<file path="src/rtl/slp_pkg.sv">
package slp_pkg;

  typedef enum logic [2:0] {
    MD_IDLE  = 3'b000,
    MD_ADCNR = 3'b001,
    MD_PDOWN = 3'b010,
    MD_PSAVE = 3'b011,
    MD_STBY  = 3'b110,
    MD_XSTBY = 3'b111
  } slp_mode_e;

  typedef enum logic [1:0] {
    ST_RUN,
    ST_SLEEP,
    ST_START,
    ST_HALT
  } seq_st_e;

  localparam int DOM_N    = 4;  // {async, adc, io, cpu}
  localparam int SRC_N    = 5;  // {io, adc, tmr, edge, lvl}
  localparam int HALT_CYC = 4;

  localparam int SRC_LVL  = 0;
  localparam int SRC_EDGE = 1;
  localparam int SRC_TMR  = 2;
  localparam int SRC_ADC  = 3;
  localparam int SRC_IO   = 4;

  // Reserved field codes fall back to Idle.
  function automatic slp_mode_e decode_mode(input logic [2:0] f);
    case (f)
      3'b001:  return MD_ADCNR;
      3'b010:  return MD_PDOWN;
      3'b011:  return MD_PSAVE;
      3'b110:  return MD_STBY;
      3'b111:  return MD_XSTBY;
      default: return MD_IDLE;
    endcase
  endfunction

  function automatic logic [DOM_N-1:0] dom_mask(input slp_mode_e m);
    case (m)
      MD_IDLE:  return 4'b1110;
      MD_ADCNR: return 4'b1100;
      MD_PSAVE: return 4'b1000;
      MD_XSTBY: return 4'b1000;
      default:  return 4'b0000;
    endcase
  endfunction

  function automatic logic osc_keep(input slp_mode_e m);
    return !(m == MD_PDOWN || m == MD_PSAVE);
  endfunction

  function automatic logic [SRC_N-1:0] wake_mask(input slp_mode_e m);
    case (m)
      MD_IDLE:  return 5'b11111;
      MD_ADCNR: return 5'b01101;
      MD_PSAVE: return 5'b00101;
      MD_XSTBY: return 5'b00101;
      default:  return 5'b00001;
    endcase
  endfunction

endpackage

</file>
<file path="src/rtl/slp_wake_sel.sv">
module slp_wake_sel
  import slp_pkg::*;
#(
  parameter int NUM_EXT = 2
) (
  input  slp_mode_e          mode,
  input  logic               armed,
  input  logic [NUM_EXT-1:0] ext_lvl,
  input  logic [NUM_EXT-1:0] ext_edge,
  input  logic               tmr_irq,
  input  logic               tmr_async,
  input  logic               adc_irq,
  input  logic               io_irq,
  output logic [SRC_N-1:0]   src_vec,
  output logic               wake
);

  logic tmr_ok;

  // In Idle the timer clock is alive anyway; elsewhere only its own clock helps.
  assign tmr_ok = tmr_irq && (tmr_async || mode == MD_IDLE);

  always_comb begin
    src_vec           = '0;
    src_vec[SRC_LVL]  = |ext_lvl;
    src_vec[SRC_EDGE] = |ext_edge;
    src_vec[SRC_TMR]  = tmr_ok;
    src_vec[SRC_ADC]  = adc_irq;
    src_vec[SRC_IO]   = io_irq;
  end

  assign wake = armed && |(src_vec & wake_mask(mode));

endmodule

</file>
<file path="src/rtl/slp_dly_cnt.sv">
module slp_dly_cnt #(
  parameter int W = 4
) (
  input  logic         clk,
  input  logic         rst_n,
  input  logic         load,
  input  logic [W-1:0] load_val,
  output logic         zero
);

  logic [W-1:0] cnt_q;

  always_ff @(posedge clk or negedge rst_n) begin
    if (!rst_n)              cnt_q <= '0;
    else if (load)           cnt_q <= load_val;
    else if (cnt_q != '0)    cnt_q <= cnt_q - 1'b1;
  end

  assign zero = (cnt_q == '0);

endmodule

</file>
<file path="src/rtl/slp_seq.sv">
module slp_seq
  import slp_pkg::*;
#(
  parameter int NUM_EXT  = 2,
  parameter int COLD_CYC = 16,
  parameter int WARM_CYC = 2
) (
  input  logic               clk,
  input  logic               rst_n,
  input  logic               sleep_en,
  input  logic [2:0]         mode_sel,
  input  logic               slp_strobe,
  input  logic [NUM_EXT-1:0] ext_lvl,
  input  logic [NUM_EXT-1:0] ext_edge,
  input  logic               tmr_irq,
  input  logic               tmr_async,
  input  logic               adc_irq,
  input  logic               io_irq,
  output logic               halt,
  output logic [3:0]         clk_en,
  output logic               osc_run,
  output logic               resume
);

  localparam int CW_RAW = $clog2(COLD_CYC + 1);
  localparam int CW     = (CW_RAW < 3) ? 3 : CW_RAW;

  seq_st_e        state_q;
  slp_mode_e      mode_q;
  logic [CW-1:0]  span_q;
  logic           resume_q;

  // Named events shared with the checker
  logic           enter_evt;
  logic           wake_evt;
  logic           start_done;
  logic           halt_done;
  logic           wake_hit;
  logic           cnt_zero;
  logic           cnt_load;
  logic [CW-1:0]  cnt_val;
  logic [CW-1:0]  span_next;
  logic [SRC_N-1:0] src_vec;

  slp_wake_sel #(.NUM_EXT(NUM_EXT)) i_wake (
    .mode      (mode_q),
    .armed     (state_q == ST_SLEEP),
    .ext_lvl   (ext_lvl),
    .ext_edge  (ext_edge),
    .tmr_irq   (tmr_irq),
    .tmr_async (tmr_async),
    .adc_irq   (adc_irq),
    .io_irq    (io_irq),
    .src_vec   (src_vec),
    .wake      (wake_hit)
  );

  assign enter_evt  = (state_q == ST_RUN) && slp_strobe && sleep_en;
  assign wake_evt   = wake_hit;
  assign start_done = (state_q == ST_START) && cnt_zero;
  assign halt_done  = (state_q == ST_HALT) && cnt_zero;

  assign span_next  = osc_keep(mode_q) ? CW'(WARM_CYC) : CW'(COLD_CYC);
  assign cnt_load   = wake_evt || start_done;
  assign cnt_val    = wake_evt ? (span_next - 1'b1) : CW'(HALT_CYC - 1);

  slp_dly_cnt #(.W(CW)) i_cnt (
    .clk      (clk),
    .rst_n    (rst_n),
    .load     (cnt_load),
    .load_val (cnt_val),
    .zero     (cnt_zero)
  );

  always_ff @(posedge clk or negedge rst_n) begin
    if (!rst_n) begin
      state_q  <= ST_RUN;
      mode_q   <= MD_IDLE;
      span_q   <= '0;
      resume_q <= 1'b0;
    end else begin
      resume_q <= halt_done;
      case (state_q)
        ST_RUN: if (enter_evt) begin
          state_q <= ST_SLEEP;
          mode_q  <= decode_mode(mode_sel);
        end
        ST_SLEEP: if (wake_evt) begin
          state_q <= ST_START;
          span_q  <= span_next;
        end
        ST_START: if (start_done) state_q <= ST_HALT;
        default:  if (halt_done)  state_q <= ST_RUN;
      endcase
    end
  end

  always_comb begin
    case (state_q)
      ST_RUN:   begin clk_en = 4'b1111;         osc_run = 1'b1;             end
      ST_SLEEP: begin clk_en = dom_mask(mode_q); osc_run = osc_keep(mode_q); end
      ST_START: begin clk_en = dom_mask(mode_q); osc_run = 1'b1;             end
      default:  begin clk_en = 4'b1110;         osc_run = 1'b1;             end
    endcase
  end

  assign halt   = (state_q != ST_RUN);
  assign resume = resume_q;

endmodule

</file>
<file path="config.mk">
export PLATFORM = sky130hd
export DESIGN_NAME = slp_seq
export DESIGN_NICKNAME = d
export VERILOG_FILES = /design/src/rtl/slp_pkg.sv /design/src/rtl/slp_wake_sel.sv /design/src/rtl/slp_dly_cnt.sv /design/src/rtl/slp_seq.sv
export SDC_FILE = /design/constraint.sdc
export NUM_CORES = 1
export LEC_CHECK = 0
export BUFFER_PORTS_ARGS = -buffer_cell sky130_fd_sc_hd__buf_2
export CELL_PAD_IN_SITES_DETAIL_PLACEMENT = 0
export CELL_PAD_IN_SITES_GLOBAL_PLACEMENT = 2
export CORE_ASPECT_RATIO = 0.6
export CORE_MARGIN = 1
export CORE_UTILIZATION = 30
export CTS_BUF_LIST = sky130_fd_sc_hd__clkbuf_2 sky130_fd_sc_hd__clkbuf_4 sky130_fd_sc_hd__clkbuf_8
export DETAILED_ROUTE_END_ITERATION = 8
export HOLD_SLACK_MARGIN = 0.08
export PLACE_DENSITY = 0.77
export SETUP_SLACK_MARGIN = 0.3
export SYNTH_ARGS = -nofsm -noshare
export SYNTH_HDL_FRONTEND = slang
export SYNTH_SLANG_ARGS = --single-unit
</file>
<file path="constraint.sdc">
create_clock -name clk -period 4.6 [get_ports clk]
set_clock_uncertainty 0.2 [all_clocks]
set_input_delay 0.92 -clock clk [delete_from_list [all_inputs] [get_ports clk]]
set_output_delay 0.92 -clock clk [all_outputs]
set_load 0.01 [all_outputs]
</file>
# After elaboration in Yosys (flattened, before gate mapping)
# Cells that the tools add are included.
classes:
  mux: 14
  reduce_logical: 24
  n_eq_ne: 15
  bitwise: 1
  n_addsub: 2
ops:
  columns: ["cell", "n"]
  rows:
  - ["5-bit 2-to-1 mux", 4]
  - ["3-bit case mux with 5 select lines", 1]
  - ["5-bit case mux with 3 select lines", 1]
  - ["3-bit by 2-bit == test with 1-bit output (second input constant)", 4]
  - ["4-bit case mux with 3 select lines", 1]
  - ["5-bit by 1-bit subtractor with 5-bit output (second input constant)", 2]
  - ["3-bit == test (second input constant)", 3]
  - ["2-bit 2-to-1 mux", 4]
  - ["4-bit case mux with 2 select lines", 1]
  - ["2-bit OR reduction", 4]
  - ["3-bit by 1-bit == test with 1-bit output (second input constant)", 2]
  - ["1-bit logical AND", 6]
  - ["2-bit inequality test (second input constant)", 3]
  - ["2-bit case mux with 3 select lines", 1]
  - ["5-bit bitwise AND", 1]
  - ["5-bit logical NOT", 1]
  - ["5-bit nonzero test", 1]
  - ["5-bit OR reduction", 1]
  - ["2-bit == test (second input constant)", 2]
  - ["4-bit AND reduction", 1]
  - ["2-bit nonzero test", 2]
  - ["4-bit nonzero test", 1]
  - ["3-bit logical NOT", 1]
  - ["1-bit logical OR", 3]
  - ["other kinds (5)", 5]
totals:
  elab_cells: 60
  in_bits: 15
  regBits: 11
  out_inout_bits: 7

# Longest topological paths before layout
depth:
  ltp_word: 8
  depth_mapped: 7
  mapped_depth_nobuf: 7

# By module
# Synthesis repeated with hierarchy kept, for this count alone.
unflattened:
  cells_unflattened: 88
  area_unflattened_um2: 829.5
by_module_without_submodules:
  columns: ["mod", "cells_per_inst", "n_inst", "area_per_inst_um2", "seq_area_each_um2"]
  rows:
  - ["slp_seq", 46, 1, 455.4, 150.1]
  - ["slp_dly_cnt", 27, 1, 279.0, 125.1]
  - ["slp_wake_sel", 15, 1, 95.1, 0.0]

# Least setup slack after synthesis
# OpenSTA, ideal clock, no wires.
synth_path:
  kind: "reg2out"
  start: "register state_q[0]"
  end: "output port clk_en[1]"
  path_stages_with_launch: 5
  path_slack_ns: 2.440
  path_buffers: 0
  required_ns: 3.480
  t_arrival_ns: 1.040
  path_cell_list: "dfrtp_1 inv_1 ha_1 nor2_1 nand2_1"
synth_via:
  elab_chain_cells: 3
  elab_cells_between_ends: 5
synth_rtl:
  columns: ["item", "line_no", "source"]
  rows:
  - ["start, declared", "slp_seq.sv:28", "seq_st_e state_q;"]
  - ["start signal, assigned", "slp_seq.sv:77", "state_q <= ST_RUN;"]
  - ["start signal, assigned", "slp_seq.sv:85", "state_q <= ST_SLEEP;"]
  - ["start signal, assigned", "slp_seq.sv:89", "state_q <= ST_START;"]
  - ["2-bit == test / 2-bit by 1-bit == test with 1-bit output (equally long branches)", "slp_seq.sv:99", "case (state_q)"]
  - ["2-bit OR reduction (no source line)", null, null]
  - ["4-bit case mux with 2 select lines (*)", "slp_seq.sv:99", null]
  - ["end, declared", "slp_seq.sv:20", "output logic [3:0] clk_en,"]
# Mark *: on every way between the ends. The rest lies on a longest branch, timed or not.

# Worst setup path in the final report
# Ends and elaborated chain as after synthesis.

==> summary.md <==
| Metric | Value |
|---|---|
| Largest net degree at the start of global routing | `12` |
| Yosys reg bits | `11` |
| Routed Antenna Nets | `0` |
| Synthesized area per cell | `9.93 µm²` |
| # diodes | `0` |
| Final instance area | `996 µm²` |
| Hold_ws | `around 320 ps` |
| GPL Wtd Cong | `0.752` |
| IO Pins | `22` |
| Post-route DRC violation count | `0` |
| Distinct cell type count after synthesis | `35` |
| Total power draw | `752 µW` |
| Postcts setup bufs | `0` |
| Post-synth EDFFs | `0` |
| Data arrival, critical path | `roughly 1400 ps` |
| Total CTS buffers | `3` |
| 1st-iter DRT viols | `19` |
| Register area share after synthesis | `34.2%` |
| H-tree depth | `1` |
| CTS resizes | `0` |
| Asr flop ratio synth | `100%` |
| Initial core utilization | `31.9%` |
| GRT Total Usage | `around 14%` |
| First-pass GRT wire length | `2.77 mm` |
| Slew margin rel. | `63.4%` |
| Via/cell ratio | `4.63` |
| Final Cycle Share | `55.2%` |
| Least-Margin Pin Slew | `547 ps` |
| RSZ-0062 raised after global routing | `false` |
| Worst-Skew Late Latency | `240 ps` |
| Row cnt | `14` |
| Number of failing hold endpoints at the final stage | `0` |
| Placed cell area | `950 µm²` |
| Syn_nets | `roughly 100` |
| Core Region | `roughly 2500 µm²` |
| Setup TNS | `0 ps` |
| Longest Clk Path Bufs | `2` |
| Clk slew on worst S/H paths | `50 ps` |
| DR pass1 iterations | `3` |
| Crit-path max FO | `7` |
| Antenna violations before repair | `0` |
| TritonCTS clock tree | `built` |
| Leakage | `0.484 nW` |
| Avg WL per Cell | `11.9 µm` |
| Pwr/cell area | `between 700 and 800 nW/µm²` |
| Type of the worst min-delay path | `reg -> reg` |
| Root buffer cell | `clkbuf_8` |
| Crit path launch type | `register` |
| Fin util | `about two fifths` |
| Fraction of layout cells with a size suffix above 1 | `35.8%` |
| Number of global-route vias before repair | `634` |
| DIE AREA | `2900 µm²` |
| Setup crit end kind | `output port` |
| Mapped Area | `805 µm²` |
| Min cycle time layout | `2540 ps` |
| Maxcap violations | `0` |
| Num Clock Sinks | `11` |
| Fmax | `394 MHz` |
| Crit path required time | `3480 ps` |
| GRT Residual Overflow | `0` |
| Syn. warnings | `0` |
| Width of the die | `about 69 µm` |
| Total wire length | `approximately 1.6 mm` |
| Final #Nets | `between 100 and 150` |
| Die Y | `42.1 µm` |
| Final setup viols | `0` |
| Slew Limit Fails | `0` |
| Post-Synthesis Cells | `between 80 and 90` |
| Outcome | `finished clean` |
| Post-CTS Hold Buffers | `0` |
| Port Buf Inserts | `21` |
| Top_reg_cell synth | `dfrtp_1` |
| VDD IR max | `around 0.00022 V` |
| Setup CP Type | `reg -> out` |
| Via Count | `639` |
| Post-DP HPWL | `1.37 mm` |
| Area delta synth->final | `23.8%` |
## synthesized netlist by cell type, types with 2 or more instances
cell type	number	share of area, %
inv_1	8	3.7
nor2_1	2	0.93
nand3_1	3	1.9
and2_1	2	1.6
dfrtp_1	11	34
o21a_1	2	1.9
o21ai_0	5	3.1
xor2_1	2	2.2
ha_1	7	11
a22oi_1	2	1.9
a2bb2oi_2	2	3.7
nand2_1	12	5.6
## area by class of cell
type	count	area [µm²]
Sequential cell	11	275
Inverter	8	30.0
Clock buffer	3	41.3
Multi-Input combinational cell	62	499
Timing Repair Buffer	21	105
Fill cell	257	1530
Tap cell	32	40.0
Clock inverter	1	5.00
## layout by cell type (no fill, tap or decap)
| cell | netlist | layout |
|---|---|---|
| a211oi_4 | 1 | 1 |
| a21boi_1 | 1 | 1 |
| a21o_1 | 1 | 1 |
| a21oi_1 | 1 | 1 |
| a22oi_1 | 2 | 2 |
| a2bb2oi_2 | 2 | 2 |
| a31oi_4 | 1 | 1 |
| and2_1 | 2 | 2 |
| and2_4 | 1 | 1 |
| and3_1 | 1 | 1 |
| buf_2 | 0 | 21 |
| clkbuf_8 | 0 | 3 |
| clkinv_2 | 0 | 1 |
| dfrtp_1 | 11 | 11 |
| ha_1 | 7 | 7 |
| inv_1 | 8 | 8 |
| mux2_2 | 1 | 1 |
| mux2i_1 | 1 | 1 |
| nand2_1 | 12 | 12 |
| nand3_1 | 3 | 3 |
| nand3b_1 | 1 | 1 |
| nor2_1 | 2 | 2 |
| nor2_2 | 1 | 1 |
| nor3_1 | 1 | 1 |
| nor3_2 | 1 | 1 |
| nor4b_4 | 1 | 1 |
| o21a_1 | 2 | 2 |
| o21ai_0 | 5 | 5 |
| o21ai_1 | 1 | 1 |
| o21bai_1 | 1 | 1 |
| o221ai_1 | 1 | 1 |
| o22ai_1 | 1 | 1 |
| o22ai_2 | 1 | 1 |
| o31a_2 | 1 | 1 |
| o31ai_2 | 1 | 1 |
| or3_2 | 1 | 1 |
| xnor2_1 | 1 | 1 |
| xor2_1 | 2 | 2 |
## kinds of logic (layout without fill, tap and decap cells)
family                     Yosys count  after routing  share of synthesized area [%]
buffers and inverters                8             33                           3.73
adders and majority gates            7              7                           10.9
and+or+nand+nor                     27             27                           19.3
DFF                                 11             11                           34.2
xor gates and xnor gates             3              3                           3.27
muxes                                2              2                           2.64
AOI/OAI and AO/OA                   23             23                           26.0
## through the flow
stage	std cells	setup WS [ps]
4_1_cts	138	2040
6_report	138	2060
3_5_place_dp	134	2260
2_1_floorplan	81	2440
3_3_place_gp	134	2300
5_1_grt	138	1870
## worst paths after layout
path | start | endpoint | slack [ps] | cells after the start
setup / recovery | state_q[0] | clk_en[1] | 2060 | 5
hold / removal | mode_q[0] | mode_q[0] | 320 | 2
setup reg to reg | i_cnt.cnt_q[0] | state_q[0] | 2440 | 7
hold reg to reg | mode_q[0] | mode_q[0] | 320 | 2
max in group asynchronous | rst_n | i_cnt.cnt_q[1] | 3660 | 1
min in group asynchronous | rst_n | resume | 340 | 1
## metal layers
metal | routed length [µm] | vias up | GRT usage [%]
met3 | 69 | 5 | 5.71
met2 | 698 | 11 | 20.6
met1 | 824 | 286 | 16.8
met5 | 0 | - | 0
li1 | - | 337 | -
met4 | 46 | 0 | 8.57
## critical path, cell delays in order, from the launching register on
cell and delay (ps):
dfrtp_1 390, inv_1 90, ha_1 290, nor2_1 200, nand2_1 60, buf_2 140
## state kept, by name, summed over array words and instances (netlist names)
name / cells
i_cnt.cnt_q: 5
mode_q: 3
state_q: 2
resume: 1
## power by group
part           leakage, nW  switching [mW]  internal [mW]
Combinational        0.321           0.253          0.213
Clock               0.0255          0.0369         0.0595
Sequential           0.138          0.0466          0.143
Note: power is estimated with default switching activity, not from simulation.
